**src/rtl/i2cm_pkg.sv**
```systemverilog
package i2cm_pkg;

  localparam int CMD_W = 10;

  typedef struct packed {
    logic       stop;
    logic       start;
    logic [7:0] data;
  } cmd_word_t;

  typedef enum logic [2:0] {
    ST_IDLE,
    ST_START,
    ST_BIT,
    ST_ACK,
    ST_STOP,
    ST_WAIT
  } eng_state_e;

  localparam logic [1:0] RA_CTRL   = 2'd0;
  localparam logic [1:0] RA_STATUS = 2'd1;
  localparam logic [1:0] RA_PUSH   = 2'd2;
  localparam logic [1:0] RA_DIV    = 2'd3;

endpackage

```
**src/rtl/i2cm_cmd_fifo.sv**
```systemverilog
module i2cm_cmd_fifo
  import i2cm_pkg::*;
#(
  parameter int DEPTH = 8
) (
  input  logic      clk,
  input  logic      rst_n,
  input  logic      clr,
  input  logic      in_valid,
  output logic      in_ready,
  input  cmd_word_t in_data,
  output logic      out_valid,
  input  logic      out_ready,
  output cmd_word_t out_data
);

  localparam int AW = (DEPTH > 1) ? $clog2(DEPTH) : 1;
  localparam int CW = AW + 1;
  localparam logic [AW-1:0] LAST = AW'(DEPTH - 1);
  localparam logic [CW-1:0] FULL_CNT = CW'(DEPTH);

  cmd_word_t     mem [DEPTH];
  logic [AW-1:0] wr_ptr, rd_ptr;
  logic [CW-1:0] count;
  logic          do_wr, do_rd;

  assign in_ready  = (count != FULL_CNT);
  assign out_valid = (count != '0);
  assign out_data  = mem[rd_ptr];
  assign do_wr     = in_valid && in_ready && !clr;
  assign do_rd     = out_valid && out_ready && !clr;

  always_ff @(posedge clk) begin
    if (do_wr) mem[wr_ptr] <= in_data;
  end

  always_ff @(posedge clk or negedge rst_n) begin
    if (!rst_n) begin
      wr_ptr <= '0;
      rd_ptr <= '0;
      count  <= '0;
    end else if (clr) begin
      wr_ptr <= '0;
      rd_ptr <= '0;
      count  <= '0;
    end else begin
      if (do_wr) wr_ptr <= (wr_ptr == LAST) ? '0 : wr_ptr + 1'b1;
      if (do_rd) rd_ptr <= (rd_ptr == LAST) ? '0 : rd_ptr + 1'b1;
      case ({do_wr, do_rd})
        2'b10:   count <= count + 1'b1;
        2'b01:   count <= count - 1'b1;
        default: count <= count;
      endcase
    end
  end

  AST_CLEAR_EMPTIES: assert property (@(posedge clk) disable iff (!rst_n)
    clr |=> !out_valid);

  AST_NO_OVERFLOW: assert property (@(posedge clk) disable iff (!rst_n)
    count <= FULL_CNT);

  AST_NO_POP_EMPTY: assert property (@(posedge clk) disable iff (!rst_n)
    $past(!out_valid && !in_valid) |-> !out_valid || $past(clr));

endmodule

```
**src/rtl/i2cm_qtick.sv**
```systemverilog
module i2cm_qtick #(
  parameter int DIV_W = 16
) (
  input  logic             clk,
  input  logic             rst_n,
  input  logic             restart,
  input  logic [DIV_W-1:0] div,
  output logic             tick
);

  logic [DIV_W-1:0] cnt;

  assign tick = (cnt >= div) && !restart;

  always_ff @(posedge clk or negedge rst_n) begin
    if (!rst_n)              cnt <= '0;
    else if (restart || tick) cnt <= '0;
    else                     cnt <= cnt + 1'b1;
  end

  AST_TICK_SPACING: assert property (@(posedge clk) disable iff (!rst_n)
    tick |=> !tick || (div == '0));

endmodule

```
**src/rtl/i2cm_engine.sv**
```systemverilog
module i2cm_engine
  import i2cm_pkg::*;
(
  input  logic      clk,
  input  logic      rst_n,
  input  logic      enable,
  input  logic      cmd_valid,
  output logic      cmd_ready,
  input  cmd_word_t cmd_data,
  input  logic      tick,
  output logic      restart,
  input  logic      sda_in,
  output logic      scl_oe,
  output logic      sda_oe,
  output logic      busy,
  output logic      nack_evt
);

  eng_state_e st;
  logic [1:0] q;
  logic [2:0] bidx;
  logic [7:0] sh;
  logic       stop_pend;
  logic       ack_hi;
  logic       fetch;
  logic       bus_phase;

  assign cmd_ready = (st == ST_IDLE || st == ST_WAIT) && enable;
  assign fetch     = cmd_ready && cmd_valid;
  assign restart   = fetch;
  assign busy      = (st != ST_IDLE);
  assign bus_phase = (st == ST_START) || (st == ST_BIT) ||
                     (st == ST_ACK)   || (st == ST_STOP);
  assign nack_evt  = tick && (st == ST_ACK) && (q == 2'd3) && ack_hi;

  always_ff @(posedge clk or negedge rst_n) begin
    if (!rst_n) begin
      st        <= ST_IDLE;
      q         <= '0;
      bidx      <= '0;
      sh        <= '0;
      stop_pend <= 1'b0;
      ack_hi    <= 1'b0;
      scl_oe    <= 1'b0;
      sda_oe    <= 1'b0;
    end else if (fetch) begin
      sh        <= cmd_data.data;
      stop_pend <= cmd_data.stop;
      q         <= '0;
      bidx      <= 3'd7;
      st        <= (st == ST_IDLE || cmd_data.start) ? ST_START : ST_BIT;
    end else if (tick && bus_phase) begin
      q <= q + 1'b1;
      case (st)
        ST_START: begin
          case (q)
            2'd0: sda_oe <= 1'b0;
            2'd1: scl_oe <= 1'b0;
            2'd2: sda_oe <= 1'b1;
            default: begin
              scl_oe <= 1'b1;
              st     <= ST_BIT;
            end
          endcase
        end
        ST_BIT: begin
          case (q)
            2'd0: sda_oe <= ~sh[7];
            2'd1: scl_oe <= 1'b0;
            2'd2: ;
            default: begin
              scl_oe <= 1'b1;
              sh     <= {sh[6:0], 1'b0};
              if (bidx == 3'd0) st <= ST_ACK;
              else              bidx <= bidx - 1'b1;
            end
          endcase
        end
        ST_ACK: begin
          case (q)
            2'd0: sda_oe <= 1'b0;
            2'd1: scl_oe <= 1'b0;
            2'd2: ack_hi <= sda_in;
            default: begin
              scl_oe <= 1'b1;
              st     <= (ack_hi || stop_pend) ? ST_STOP : ST_WAIT;
            end
          endcase
        end
        ST_STOP: begin
          case (q)
            2'd0: sda_oe <= 1'b1;
            2'd1: scl_oe <= 1'b0;
            2'd2: sda_oe <= 1'b0;
            default: st <= ST_IDLE;
          endcase
        end
        default: st <= st;
      endcase
    end
  end

  AST_SDA_MOVES_SCL_LOW: assert property (@(posedge clk) disable iff (!rst_n)
    (!scl_oe && !$past(scl_oe) && (sda_oe != $past(sda_oe)))
      |-> (st == ST_START || st == ST_STOP));

  AST_IDLE_RELEASED: assert property (@(posedge clk) disable iff (!rst_n)
    (st == ST_IDLE) |-> (!scl_oe && !sda_oe));

  AST_NACK_STOPS: assert property (@(posedge clk) disable iff (!rst_n)
    nack_evt |=> (st == ST_STOP));

  AST_WAIT_HOLDS_SCL: assert property (@(posedge clk) disable iff (!rst_n)
    (st == ST_WAIT) |-> scl_oe);

  AST_ACK_RELEASES_SDA: assert property (@(posedge clk) disable iff (!rst_n)
    (st == ST_ACK && q >= 2'd1) |-> !sda_oe);

endmodule

```
**src/rtl/i2c_cmd_master.sv**
```systemverilog
module i2c_cmd_master
  import i2cm_pkg::*;
#(
  parameter int DEPTH       = 8,
  parameter int DIV_W       = 16,
  parameter int DEFAULT_DIV = 4
) (
  input  logic        clk,
  input  logic        rst_n,
  input  logic        reg_wr,
  input  logic [1:0]  reg_addr,
  input  logic [15:0] reg_wdata,
  output logic [15:0] reg_rdata,
  input  logic        sda_in,
  output logic        scl_oe,
  output logic        sda_oe
);

  localparam logic [DIV_W-1:0] DIV_RST = DIV_W'(DEFAULT_DIV);

  logic             en_q, hold_q, nack_q, ovf_q;
  logic [DIV_W-1:0] div_q;
  logic             sda_s1, sda_s2;
  logic             ctrl_wr, push_wr, drop_wr;
  logic             q_in_ready, q_out_valid, q_out_ready, q_clr;
  cmd_word_t        q_out_data;
  logic             tick, restart, busy, nack_evt;
  logic [15:0]      status;

  assign ctrl_wr = reg_wr && (reg_addr == RA_CTRL);
  assign push_wr = reg_wr && (reg_addr == RA_PUSH) && !hold_q;
  assign drop_wr = push_wr && !q_in_ready;
  assign q_clr   = hold_q || nack_evt;

  always_ff @(posedge clk or negedge rst_n) begin
    if (!rst_n) begin
      en_q   <= 1'b0;
      hold_q <= 1'b0;
      nack_q <= 1'b0;
      ovf_q  <= 1'b0;
      div_q  <= DIV_RST;
      sda_s1 <= 1'b1;
      sda_s2 <= 1'b1;
    end else begin
      sda_s1 <= sda_in;
      sda_s2 <= sda_s1;
      if (ctrl_wr) begin
        en_q   <= reg_wdata[0];
        hold_q <= reg_wdata[1];
      end
      if (reg_wr && reg_addr == RA_DIV) div_q <= reg_wdata[DIV_W-1:0];
      if (nack_evt)     nack_q <= 1'b1;
      else if (ctrl_wr) nack_q <= 1'b0;
      if (drop_wr)      ovf_q <= 1'b1;
      else if (ctrl_wr) ovf_q <= 1'b0;
    end
  end

  i2cm_cmd_fifo #(.DEPTH(DEPTH)) u_queue (
    .clk       (clk),
    .rst_n     (rst_n),
    .clr       (q_clr),
    .in_valid  (push_wr),
    .in_ready  (q_in_ready),
    .in_data   (cmd_word_t'(reg_wdata[CMD_W-1:0])),
    .out_valid (q_out_valid),
    .out_ready (q_out_ready),
    .out_data  (q_out_data)
  );

  i2cm_qtick #(.DIV_W(DIV_W)) u_qtick (
    .clk     (clk),
    .rst_n   (rst_n),
    .restart (restart),
    .div     (div_q),
    .tick    (tick)
  );

  i2cm_engine u_engine (
    .clk       (clk),
    .rst_n     (rst_n),
    .enable    (en_q),
    .cmd_valid (q_out_valid),
    .cmd_ready (q_out_ready),
    .cmd_data  (q_out_data),
    .tick      (tick),
    .restart   (restart),
    .sda_in    (sda_s2),
    .scl_oe    (scl_oe),
    .sda_oe    (sda_oe),
    .busy      (busy),
    .nack_evt  (nack_evt)
  );

  assign status = {8'h00, !q_out_valid, 1'b1, !q_in_ready, 2'b00, busy, nack_q, ovf_q};

  always_comb begin
    case (reg_addr)
      RA_CTRL:   reg_rdata = {14'h0, hold_q, en_q};
      RA_STATUS: reg_rdata = status;
      RA_DIV:    reg_rdata = 16'(div_q);
      default:   reg_rdata = 16'h0;
    endcase
  end

  AST_OVF_STICKY: assert property (@(posedge clk) disable iff (!rst_n)
    drop_wr |=> ovf_q);

  AST_NACK_STICKY: assert property (@(posedge clk) disable iff (!rst_n)
    (nack_q && !ctrl_wr) |=> nack_q);

  AST_HOLD_EMPTY: assert property (@(posedge clk) disable iff (!rst_n)
    hold_q |-> !q_out_valid || $rose(hold_q));

endmodule

```
**config.mk**
```make
export PLATFORM = sky130hd
export DESIGN_NAME = i2c_cmd_master
export DESIGN_NICKNAME = d
export VERILOG_FILES = /design/src/rtl/i2cm_pkg.sv /design/src/rtl/i2cm_cmd_fifo.sv /design/src/rtl/i2cm_qtick.sv /design/src/rtl/i2cm_engine.sv /design/src/rtl/i2c_cmd_master.sv
export SDC_FILE = /design/constraint.sdc
export NUM_CORES = 1
export LEC_CHECK = 0
export BUFFER_PORTS_ARGS = -buffer_cell sky130_fd_sc_hd__buf_2
export CAP_MARGIN = 25
export CORE_ASPECT_RATIO = 0.7
export CORE_MARGIN = 2
export CORE_UTILIZATION = 61
export CTS_CLUSTER_DIAMETER = 50
export CTS_CLUSTER_SIZE = 40
export DETAILED_ROUTE_END_ITERATION = 6
export GPL_TIMING_DRIVEN = 0
export PLACE_DENSITY = 0.8
export SYNTH_ARGS = -nofsm -noshare
export SYNTH_HDL_FRONTEND = slang
export SYNTH_SLANG_ARGS = --single-unit
```
**constraint.sdc**
```tcl
create_clock -name clk -period 4.4 [get_ports clk]
set_input_delay 0.22 -clock clk [delete_from_list [all_inputs] [get_ports clk]]
set_output_delay 0.22 -clock clk [all_outputs]
set_load 0.005 [all_outputs]
```
======== Word-level counts from Yosys, hierarchy flattened ========
Memories as Yosys holds them, arrays and structs flattened.
Cells that the tools add are included.
W data, S select, Z words.
operators by class
  add/subtract/negate cells ............... 7
  $mul .................................... 0
  divide/modulo/power cells ............... 0
  $lt $le $gt $ge ......................... 1
  eq/ne operators ......................... 29
  shift operators ......................... 0
  muxes and demuxes ....................... 44
  bitwise gates (word level) .............. 2
  reduce and logical (&&, ||, !) cells .... 53
operator list
  kind                     count
  $mux W3                  18
  $pmux W16 S3             1
  $mux W8                  4
  $ne A3 B3 Y1 const B     7
  $add A16 B1 Y16 const B  1
  $ge A16 B16 Y1           1
  $mux W16                 1
  $logic_and A1 B1 Y1      15
  $reduce_and A7 Y1        2
  $reduce_bool A2 Y1       7
  $eq A3 B3 Y1 const B     4
  $pmux W3 S4              1
  $eq A2 B2 Y1 const B     5
  $ne A2 B2 Y1 const B     5
  $mux W1                  9
  $logic_or A1 B1 Y1       8
  $pmux W1 S2              4
  $pmux W4 S2              1
  $reduce_and A4 Y1        2
  $reduce_bool A4 Y1       2
  $add A3 B1 Y3 const B    2
  $eq A2 B1 Y1 const B     3
  $eq A3 B2 Y1 const B     2
  $logic_not A3 Y1         2
  19 further kinds         29
word-level totals
  register bits after elaboration ......... 68
  latch bits .............................. 0
  RAM bits ................................ 80
  memory bits (read-only) ................. 0
  bits of input ports ..................... 22
  output and inout port bits .............. 18
  logic and storage cells ................. 156
  memories kept ........................... 1
memory list
  memory       depth  width  read ports  clocked after Yosys merged registers in  write ports  line                 text
  u_queue.mem  8      10     1           0                                        1            i2cm_cmd_fifo.sv:22  cmd_word_t mem [DEPTH];

======== Depth between registers and ports, before layout ========
Gate-level depths: netlist of the first run.
  depth after elaboration ................. 15
  gate-level depth with buffers ........... 10
  mapped depth without buffers ............ 9

======== Modules after synthesis ========
Synthesis of the first run repeated with hierarchy kept, for this count alone.
second synthesis, totals
  cell total of the unflattened synthesis .. 533
  area total of the unflattened synthesis .. 7159.4 um^2
modules (own cells, without submodules)
  module          times used  cells each  area each (um^2)  sequential area each (um^2)
  i2cm_cmd_fifo   1           192         3738.6            2652.5
  i2cm_engine     1           130         1182.4            500.5
  i2cm_qtick      1           131         1169.9            400.4
  i2c_cmd_master  1           80          1068.5            554.3

======== Least setup slack after synthesis of the first run ========
Ideal clock, no wire load.
  path kind ............................... flip-flop to flip-flop
  from .................................... register u_qtick.cnt[0]
  to ...................................... memory u_queue.mem[2][0] (netlist bit) (enable)
  arrival ................................. 2.974 ns
  data required time ...................... 3.996 ns
  slack ................................... 1.023 ns
  stages on the path, launching flop included .. 10
  buffers on the path ..................... 1
  clock period less this slack ............ 3.377 ns
  cells stage by stage .................... dfrtp_1 inv_1 ha_1 nand2b_1 a2111o_1 a32oi_2 nand2_2 a41o_1 buf_6 nor4_1
between the ends
  cells in the longest elaborated chain, start to end .. 10
RTL lines
  what                               line                  text
  from (decl)                        i2cm_qtick.sv:11      logic [DIV_W-1:0] cnt;
  from (signal assigned)             i2cm_qtick.sv:18      else cnt <= cnt + 1'b1;
  $ge A16 B16 Y1                     i2cm_qtick.sv:13      assign tick = (cnt >= div) && !restart;
  $logic_and A1 B1 Y1                i2cm_qtick.sv:13
  $logic_and A1 B1 Y1 (3 in series)  i2cm_engine.sv:34     assign nack_evt = tick && (st == ST_ACK) && (q == 2'd3) && ack_hi;
  $logic_or A1 B1 Y1                 i2c_cmd_master.sv:33  assign q_clr = hold_q || nack_evt;
  $logic_not A1 Y1                   i2cm_cmd_fifo.sv:30   assign do_wr = in_valid && in_ready && !clr;
  $logic_and A1 B1 Y1                i2cm_cmd_fifo.sv:30
  $mux W1                            i2cm_cmd_fifo.sv:34   if (do_wr) mem[wr_ptr] <= in_data;
  $mux W1 (not written as such)      i2cm_cmd_fifo.sv:34
  to (decl)                          i2cm_cmd_fifo.sv:22
Every way passes these cells.

======== Final worst setup path of the first run ========
  from .................................... register div_q[0]
  to ...................................... memory u_queue.mem[4][0] (netlist bit) (enable)
between the ends
  cells in the longest elaborated chain, start to end .. 10
RTL lines
  what                               line                  text
  from (decl)                        i2c_cmd_master.sv:22  logic [DIV_W-1:0] div_q;
  from (signal assigned)             i2c_cmd_master.sv:51  if (reg_wr && reg_addr == RA_DIV) div_q <= reg_wdata[DIV_W-1:0];
  $ge A16 B16 Y1                     i2cm_qtick.sv:13
  $logic_and A1 B1 Y1                i2cm_qtick.sv:13
  $logic_and A1 B1 Y1 (3 in series)  i2cm_engine.sv:34
  $logic_or A1 B1 Y1                 i2c_cmd_master.sv:33
  $logic_not A1 Y1                   i2cm_cmd_fifo.sv:30
  $logic_and A1 B1 Y1                i2cm_cmd_fifo.sv:30
  $mux W1                            i2cm_cmd_fifo.sv:34
  $mux W1 (not written as such)      i2cm_cmd_fifo.sv:34
Every way passes these cells.

==> results.md, run 1 <==
- Outcome: finished clean
- Lkg Pwr: 0.00328 uW
- WL per Instance: around 20 microns
- CP max FO: 9
- Grt ovf: 0
- Final Skew: 0.0106 ns
- Int Pwr: 2810 uW
- Kind of critical path: reg2reg
- DRT antenna net count: 0
- Fill cells: 698
- Clock Pin Slew Worst Setup and Hold Paths: 0.06 ns
- Die area: 12300 sq um
- ANT cells: 0
- Sequential-to-total area share from yosys stat: 0.591
- Global-route wire length before repair: ~24 mm
- Synthesized area: 6950 sq um
- Switching pwr: between 1000 and 1500 uW
- WL met1: around 6.7 mm
- MaxCap Viol Count: 0
- Sw Ratio: 0.281
- Final HPWL DP: 10.6 mm
- Setup TNS: 0 ns
- Leading register cell type out of synthesis: edfxtp_1
- R2R setup slack: 0.90 ns
- GP Congestion: around 0.86
- Clock Path Buffers: 2
- DIE WIDTH: about 130 microns
- Rows: 32
- GRT Total Usage: 0.267
- Combinational share of power: 0.170
- FF-to-FF End: u_queue.mem[4][0]$_DFFE_PP_
- CP Capture Type: flip-flop
- Synth Warn #: 0
- Number of flops mapped to enable cells by yosys: 80
- Core box area: ~11000 sq um
- Peak Freq: 286 MHz
- Syn Inst Count: 516
- Post-synth top area share: 0.346
- Initial detailed-routing violation count: 456
- Via count: 4538
- Vias in the first global route: 4537
- # setup viols final: 0
- Fin. Hold Viols: 0
- Layout area overhead: 15.8%
- Crit path DAT: 3.63 ns
- CTS tree: built
- Pin count of the biggest net entering global routing: 69
- Flop pwr share: 0.448
- Post-synth ARST share: 0.459
- Most frequent cell after synthesis: edfxtp_1
- Starting Density: 0.629
- Worst VDD drop: 0.302 mV
- Io pins: 40
- CP startpoint kind: flip-flop
- H-tree depth: 4
- Cell type with the highest aggregate area in the netlist: edfxtp_1
- Area of the multi-input gates: 2640 sq um
- Final Max Tran Viols: 0
- Drt total wl: 15.0 mm
- Syn_nets: ~570
- Setup Fix Bufs, Post-CTS: 0
- Clk_lat worst skew: 0.43 ns
- Synth area leaders: edfxtp_1 35%, dfrtp_1 23%, mux4_2 6.5%
- Clock sink count: between 100 and 150
- Buffers on Ports: 38
- Clk pwr share: 0.382
- Pwr/cell area: 485 nW/um^2
- Worst Hold Class: in2reg
- Synth Register Bits: 148
- Slew HR: 0.355
- RSZ-0062 raised after global routing: no
- Nets: 634
- Vias per inst: just over 6
- FF+latch area: 4110 sq um
- Die Ht: 93.3 microns
- Post-synthesis average cell area: 13.5 sq um
- Met2 Wirelength: 6.94 mm
- Worst r2r path cells: 9
- Top layer reached by signal wires: met4
- Antenna violations before repair: 0
- Post-synthesis cell type count: a little under 60
- Worst EP required: ~4.5 ns
- Hold Path End: div_q[14]$_DFFE_PN0P_
- Final Cycle Share: 0.795
- CTS buffer count: 17
- Drt first pass iters: 6
- Final min period: 3.50 ns
- Post-synth top cells: 80 x edfxtp_1, 65 x dfrtp_1, 39 x nor2_1, 33 x nand2_1, 30 x ha_1
- Worst R2R Start: div_q[0]$_DFFE_PN0P_
- Met3 wire length: roughly 1.1 mm
- Root Driver: clkbuf_16
- Share of layout cells above drive strength 1: 0.255
- Tot Pwr: 3900 uW
- Worst Hold Path Cells: 2
- Slew @ Worst Pin: 0.959 ns
- Worst Hold Launch: reg_wdata[14]
- DRC viols: 0
==> cells in the final DEF (no fill, tap or decap), drive strengths merged, types with 4 or more instances in the layout <==
cell	Yosys	layout
o21ai	9	9
and3	16	16
a21oi	20	20
dfrtp	65	65
nor2	39	39
a211oi	4	4
clkbuf	11	29
nand4	8	8
nor3b	4	4
mux4	20	20
nand3	12	12
xnor2	10	10
o221ai	6	6
mux2i	15	15
xor2	9	9
inv	29	34
nor4	6	6
nand2b	5	5
ha	30	30
buf	13	58
nor3	7	7
a31oi	4	4
nand2	36	36
edfxtp	80	80
mux2	21	21
==> area by class of cell <==
cell class	count	area share
multi-input cells	315	0.328
clock inverters	14	0.0216
plain buffers	24	0.0163
well taps	153	0.0238
clock buffers	18	0.0533
repair buffers	47	0.0329
inverters	29	0.0135
flip-flops and latches	148	0.510
==> sequential cells by signal, indices dropped and copies added (netlist names), 2 cells and up <==
name and flops:
u_queue.mem 80, u_engine.bidx 3, u_queue.count 4, u_engine.q 2
u_engine.sh 8, u_queue.rd_ptr 3, u_engine.st 3, u_queue.wr_ptr 3
u_qtick.cnt 16, div_q 16
==> worst max path at each step <==
stage / startpoint / to / slack (ns) / cells after the start
after floorplan: u_qtick.cnt[0]$_DFF_PN0_ / u_queue.mem[2][0]$_DFFE_PP_ / 1.02 / 9
after global placement: u_qtick.cnt[0]$_DFF_PN0_ / u_queue.mem[4][9]$_DFFE_PP_ / 0.09 / 9
after detailed placement: div_q[0]$_DFFE_PN0P_ / u_queue.mem[4][3]$_DFFE_PP_ / 0.95 / 9
after CTS: div_q[0]$_DFFE_PN0P_ / u_queue.mem[4][4]$_DFFE_PP_ / 0.89 / 9
after global routing: div_q[0]$_DFFE_PN0P_ / u_queue.mem[4][0]$_DFFE_PP_ / 0.80 / 9
final: div_q[0]$_DFFE_PN0P_ / u_queue.mem[4][0]$_DFFE_PP_ / 0.90 / 9
==> cells by family after synthesis <==
kind of cell,Yosys count,share of synthesized area
xor+xnor,19,0.0239
fa+ha+maj,30,0.0540
buf+inv,53,0.0346
flops,148,0.591
simple gates,145,0.110
compound gates,65,0.0664
mux,56,0.120
==> stage by stage <==
stage	setup WS [ns]	area [sq um]	instances	hold WS (ns)	utilization
finish	0.902	8050	748	0.0227	0.728
detailed placement	0.947	7430	714	0.328	0.672
CTS	0.892	8050	748	0.0150	0.728
global placement	0.0854	7330	707	0.326	0.664
global route	0.798	8050	748	0.0255	0.728
floorplan	1.02	6950	516	-0.0756	-
==> power by group through the flow <==
stage / registers (uW) / logic [uW] / clock network, uW
after floorplan: 1720 / 489 / 0
after global placement: 1760 / 614 / 0
after detailed placement: 1770 / 658 / 0
after CTS: 1740 / 664 / 1500
after global routing: 1770 / 753 / 1560
final: 1750 / 665 / 1490
==> layer usage <==
metal | track usage | vias up
met5 | 0 | -
met4 | 0.103 | 0
met3 | 0.0634 | 27
met2 | 0.416 | 181
met1 | 0.372 | 2279
li1 | - | 2051
==> what timing repair did <==
action | in CTS | in global routing
gates resized for setup | 0 | 0
setup endpoints to repair | 0 | 0
endpoints found under the hold margin | 66 | 0
hold buffers | 2 | 0
==> critical path, cell delays in order (launching register included) <==
cell and delay (ns):
dfrtp_1 0.45, ha_1 0.33, nand2b_1 0.14, a2111o_1 0.41, a32oi_2 0.28, nand2_2 0.10
a41o_1 0.24, buf_6 0.15, nor4_2 0.79, buf_4 0.30
Power figures use the tool's default switching activity.
==> inputs of run 2 (changes only) <==
Clock period 4.4 ns to 3.64 ns, I/O delays scaled along.
==> run 2 against run 1 <==
  * Non-clock buffer count increased by 6
  * Fmax about the same
  * Hold slack improved by 0.026 ns
  * Critical path type unchanged
  * Register-to-register slack got worse by 0.76 ns
  * Flip-flop and latch count unchanged
  * Highest routed layer unchanged
  * Core utilization increased by 0.54 points
  * Count of clock-buffer cells in the layout unchanged
  * Clock skew increased by 0.00088 ns
==> results.md, run 2 (synthesis results as in run 1) <==
- Outcome: finished clean
- Top reg by flops: u_queue.mem
- Hold Path End: u_queue.mem[7][9]$_DFFE_PP_
- Pwr/cell area: just under 600 nW/um^2
- Die Ht: 93.3 microns
- Root Driver: clkbuf_16
- Area post-placement: 7430 sq um
- Clock Pin Slew Worst Setup and Hold Paths: 0.06 ns
- MaxCap Viol Count: 0
- CTS buffer count: 17
- Worst Hold Class: in2reg
- Grt ovf: 0
- DIE WIDTH: 132 microns
- Non-Filler Instances: 754
- Final Max Tran Viols: 0
- CP cell instances: ha_1 > nand2b_1 > a2111o_1 > a32oi_2 > nand2_2 > a41o_1 > buf_6 > nor4_2 > buf_4
- Vias per inst: 6.09
- Crit path DAT: 3.63 ns
- Worst Hold Path Cells: 1
- Initial detailed-routing violation count: 482
- Final Cell Area: 8110 sq um
- Lkg Pwr: 0.00331 uW
- Worst r2r path cells: 9
- Worst R2R Start: div_q[0]$_DFFE_PN0P_
- Starting Density: 0.629
- Critical Path Slowest Stage Cell: nor4_2
- Kind of critical path: reg2reg
- Fin. Hold Viols: 0
- GP Congestion: 0.860
- Io pins: 40
- DRT antenna net count: 0
- Top delay family on crit path: simple AND/OR/NAND/NOR gates
- Clock sink count: about 150
- Worst EP required: between 3 and 4 ns
- GRT Total Usage: 0.269
- Area of the multi-input gates: 2640 sq um
- Max reg flops: 80
- Layout area overhead: 16.6%
- Final Cycle Share: 0.962
- Clk_lat worst skew: between 0.4 and 0.5 ns
- Share of layout cells above drive strength 1: 0.253
- WL per Instance: 20.0 microns
- Final core occ: 0.734
- WHS: approximately 0.048 ns
- RSZ-0062 raised after global routing: no
- FF-to-FF End: u_queue.mem[4][9]$_DFFE_PP_
- Antenna violations before repair: 0
- Global-route wire length before repair: 24.6 mm
- CTS tree: built
- R2R setup slack: 0.14 ns
- CP peak stage delay: a little under 0.8 ns
- DRC viols: 0
- Core box area: 11100 sq um
- Worst VDD drop: 0.362 mV
- FF+latch area: 4110 sq um
- Slew HR: 0.355
- Commonest non-fill, non-tap cell in the layout: edfxtp_1
- Critical path buffers and inverters: 2
- Highest-count cells in the layout ignoring fill and taps: 80 x edfxtp_1, 65 x dfrtp_1, 43 x buf_2
- Clock Path Buffers: 2
- Buffers on Ports: 38
- Worst Hold Launch: reg_wdata[9]
- Rows: 32
- Final HPWL DP: around 11 mm
- H-tree depth: 4
- Dpl cells: 714
- CP max FO: 9
- Largest regs: u_queue.mem: 80 flops, div_q: 16 flops, u_qtick.cnt: 16 flops
- # setup viols final: 0
- Final Skew: 0.0114 ns
- Vias in the first global route: 4559
- Nets: 640
- Drt total wl: roughly 15 mm
- Peak Freq: approximately 290 MHz
- ANT cells: 0
- Pin count of the biggest net entering global routing: 69
- Tot Pwr: 4720 uW
- Final min period: 3.50 ns
- Drt first pass iters: 5
- Fill cells: 691
- CP Capture Type: flip-flop
- Slew @ Worst Pin: between 0.9 and 1 ns
- Die area: 12300 sq um
- Via count: roughly 4600
- CP startpoint kind: flip-flop
-- run 2: changes by cell type in the layout (fill, tap and decap cells not counted), sizes merged --
cell	previous run	this run
dlygate4sd3	2	8
-- run 2: worst max-delay path by stage --
| stage | cells past startpoint | from | endpoint |
|---|---|---|---|
| 3_5_place_dp | 9 | div_q[0]$_DFFE_PN0P_ | u_queue.mem[4][3]$_DFFE_PP_ |
| 4_1_cts | 9 | div_q[0]$_DFFE_PN0P_ | u_queue.mem[4][4]$_DFFE_PP_ |
| 5_1_grt | 9 | div_q[0]$_DFFE_PN0P_ | u_queue.mem[4][0]$_DFFE_PP_ |
| 2_1_floorplan | 9 | u_qtick.cnt[0]$_DFF_PN0_ | u_queue.mem[2][0]$_DFFE_PP_ |
| 6_report | 9 | div_q[0]$_DFFE_PN0P_ | u_queue.mem[4][9]$_DFFE_PP_ |
| 3_3_place_gp | 9 | u_qtick.cnt[0]$_DFF_PN0_ | u_queue.mem[4][9]$_DFFE_PP_ |
-- run 2: through the flow --
step	setup TNS [ns]	setup slack (ns)
global route	0	0.0391
global placement	-38.25	-0.675
CTS	0	0.132
floorplan	0	0.263
detailed placement	0	0.187
finish	0	0.140
-- run 2: repair_timing --
item | in CTS | in global routing
endpoints found under the setup margin | 0 | 0
setup buffers | 0 | 0
endpoints found under the hold margin | 72 | 0
hold buffers | 8 | 0
gates resized for setup | 0 | 0
-- run 2: layout make-up --
| type | instances | area share |
|---|---|---|
| plain buffers | 24 | 0.0162 |
| clock buffers | 18 | 0.0529 |
| clock inverters | 14 | 0.0214 |
| inverters | 29 | 0.0134 |
| multi-input cells | 315 | 0.326 |
| flip-flops and latches | 148 | 0.506 |
| well taps | 153 | 0.0236 |
| repair buffers | 53 | 0.0401 |
-- run 2: power by group --
part	switching [uW]	internal, uW	total (uW)
Clock	713	1090	1800
Sequential	172	1940	2110
Combinational	440	370	810
Total	1330	3400	4720
-- run 2: metal layers --
metal	wire length, microns	track usage
met1	6720	0.374
met2	7020	0.421
met3	1050	0.0699
met4	263	0.0924
met5	0	0
==> inputs of run 3 (changes only) <==
Settings changed: CTS_BUF_LIST set to sky130_fd_sc_hd__clkbuf_4 sky130_fd_sc_hd__clkbuf_8 sky130_fd_sc_hd__clkbuf_16.
==> run 3 against run 2 <==
  * First-iteration DRC count increased by 2.9%
  * Global-route usage increased by 0.11 points
  * Die area unchanged
  * Sequential share of layout area about the same
  * Design area about the same
  * Combinational power about the same
  * Final cell count unchanged
  * Sequential power about the same
  * Register-to-register slack about the same
==> results.md, run 3 (synthesis results as in run 1) <==
- Clk pwr share: 0.382
- FF+latch area: 4110 sq um
- Vias per inst: 6.05
- RSZ-0062 raised after global routing: no
- Final Max Tran Viols: 0
- Final min period: 3.51 ns
- Fill cells: roughly 700
- Clock sink count: 148
- CP cell instances: ha_1 > nand2b_1 > a2111o_1 > a32oi_2 > nand2_2 > a41o_1 > buf_6 > nor4_2 > buf_4
- WL per Instance: 20.1 microns
- Via count: around 4600
- R2R setup slack: 0.13 ns
- CP Capture Type: flip-flop
- Top reg by flops: u_queue.mem
- Kind of critical path: reg2reg
- Clock Path Buffers: 2
- CP peak stage delay: 0.80 ns
- Worst EP required: 3.77 ns
- Worst Hold Class: in2reg
- Critical Path Slowest Stage Cell: nor4_2
- Drt total wl: 15.2 mm
- Outcome: finished clean
- Grt ovf: 0
- Tot Pwr: 4720 uW
- Combinational share of power: 0.171
- Slew @ Worst Pin: 0.973 ns
- Area of the multi-input gates: 2640 sq um
- DP Worst Slack: about 0.19 ns
- Share of layout cells above drive strength 1: 0.255
- CTS resizes: 0
- Initial detailed-routing violation count: 496
- Layout area overhead: 16.7%
- ANT cells: 0
- CP max FO: 9
- Flop pwr share: 0.447
- GRT Total Usage: 0.271
- DIE WIDTH: 132 microns
- Fin. Hold Viols: 0
- GP Congestion: 0.860
- Largest regs: u_queue.mem: 80 flops, div_q: 16 flops, u_qtick.cnt: 16 flops
- Top delay family on crit path: simple AND/OR/NAND/NOR gates
- Io pins: 40
- Lkg Pwr: 0.00331 uW
- Antenna violations before repair: 0
- DRT antenna net count: 0
- Int Pwr: 3410 uW
- Vias in the first global route: 4552
- Clock Pin Slew Worst Setup and Hold Paths: 0.06 ns
- # setup viols final: 0
- CP startpoint kind: flip-flop
- Root Driver: clkbuf_16
- Final Cycle Share: 0.964
- Peak Freq: 285 MHz
- Slew HR: 0.346
- Core box area: 11100 sq um
- Final Skew: 0.00909 ns
- Sw Ratio: 0.279
- Rows: 32
- Commonest non-fill, non-tap cell in the layout: edfxtp_1
- Die area: roughly 12000 sq um
- Pin count of the biggest net entering global routing: slightly below 70
- Crit path DAT: 3.64 ns
- Clk_lat worst skew: 0.42 ns
- Nets: 640
- Drt first pass iters: 5
- Critical path buffers and inverters: 2
- Worst VDD drop: about 0.36 mV
- Max reg flops: 80
- DRC viols: 0
- Switching pwr: 1320 uW
- MaxCap Viol Count: 0
- Buffers on Ports: 38
- CTS buffer count: 17
- Worst Setup Slack, final: 0.131 ns
- Die Ht: between 90 and 100 microns
- H-tree depth: 4
- CTS tree: built
- Final HPWL DP: 10.6 mm
- Highest-count cells in the layout ignoring fill and taps: 80 x edfxtp_1, 65 x dfrtp_1, 43 x buf_2
- Pwr/cell area: 582 nW/um^2
- Global-route wire length before repair: approximately 25 mm
- Starting Density: 0.629
## run 3: cell counts in the layout (fill, tap and decap cells not counted)
Identical to the previous run, type by type.
## run 3: layout make-up
type,count,share of cell area
multi-input cells,315,0.326
plain buffers,24,0.0162
inverters,29,0.0134
well taps,153,0.0236
clock buffers,18,0.0534
flip-flops and latches,148,0.506
clock inverters,14,0.0214
repair buffers,53,0.0401
## run 3: final timing paths
| check | start | cells after the start | to |
|---|---|---|---|
| setup reg to reg | div_q[0]$_DFFE_PN0P_ | 9 | u_queue.mem[4][0]$_DFFE_PP_ |
| max in group asynchronous | rst_n | 2 | u_queue.wr_ptr[2]$_DFFE_PN0P_ |
| hold / removal | reg_wdata[9] | 1 | u_queue.mem[1][9]$_DFFE_PP_ |
| setup / recovery | div_q[0]$_DFFE_PN0P_ | 9 | u_queue.mem[4][0]$_DFFE_PP_ |
| min in group asynchronous | rst_n | 2 | u_engine.sh[5]$_DFFE_PN0P_ |
| hold reg to reg | sda_s1$_DFF_PN1_ | 0 | sda_s2$_DFF_PN1_ |
## run 3: timing repair
action / in CTS / in global routing
hold endpoints to repair: 72 / 0
setup buffers: 0 / 0
hold buffers: 8 / 0
## run 3: per-layer routing
layer	track usage	wire (microns)
met5	0	0
met4	0.0924	257
met3	0.0683	1130
met2	0.423	7060
met1	0.377	6710
## run 3: power by group through the flow
| stage | clock network (uW) | logic (uW) | registers, uW |
|---|---|---|---|
| after floorplan | 0 | 591 | 2080 |
| final | 1800 | 808 | 2110 |
| after global routing | 1890 | 916 | 2140 |
| after CTS | 1820 | 807 | 2110 |
| after detailed placement | 0 | 795 | 2140 |
| after global placement | 0 | 742 | 2120 |
## run 3: per-stage QoR
step / std cells / instance area, sq um / utilization / TNS (ns) / hold WS [ns]
6_report: 754 / 8110 / 0.734 / 0 / 0.0498
5_1_grt: 754 / 8110 / 0.734 / 0 / 0.0564
3_3_place_gp: 707 / 7330 / 0.664 / -38.25 / 0.288
4_1_cts: 754 / 8110 / 0.734 / 0 / 0.0417
2_1_floorplan: 516 / 6950 / - / 0 / -0.114
3_5_place_dp: 714 / 7430 / 0.672 / 0 / 0.290
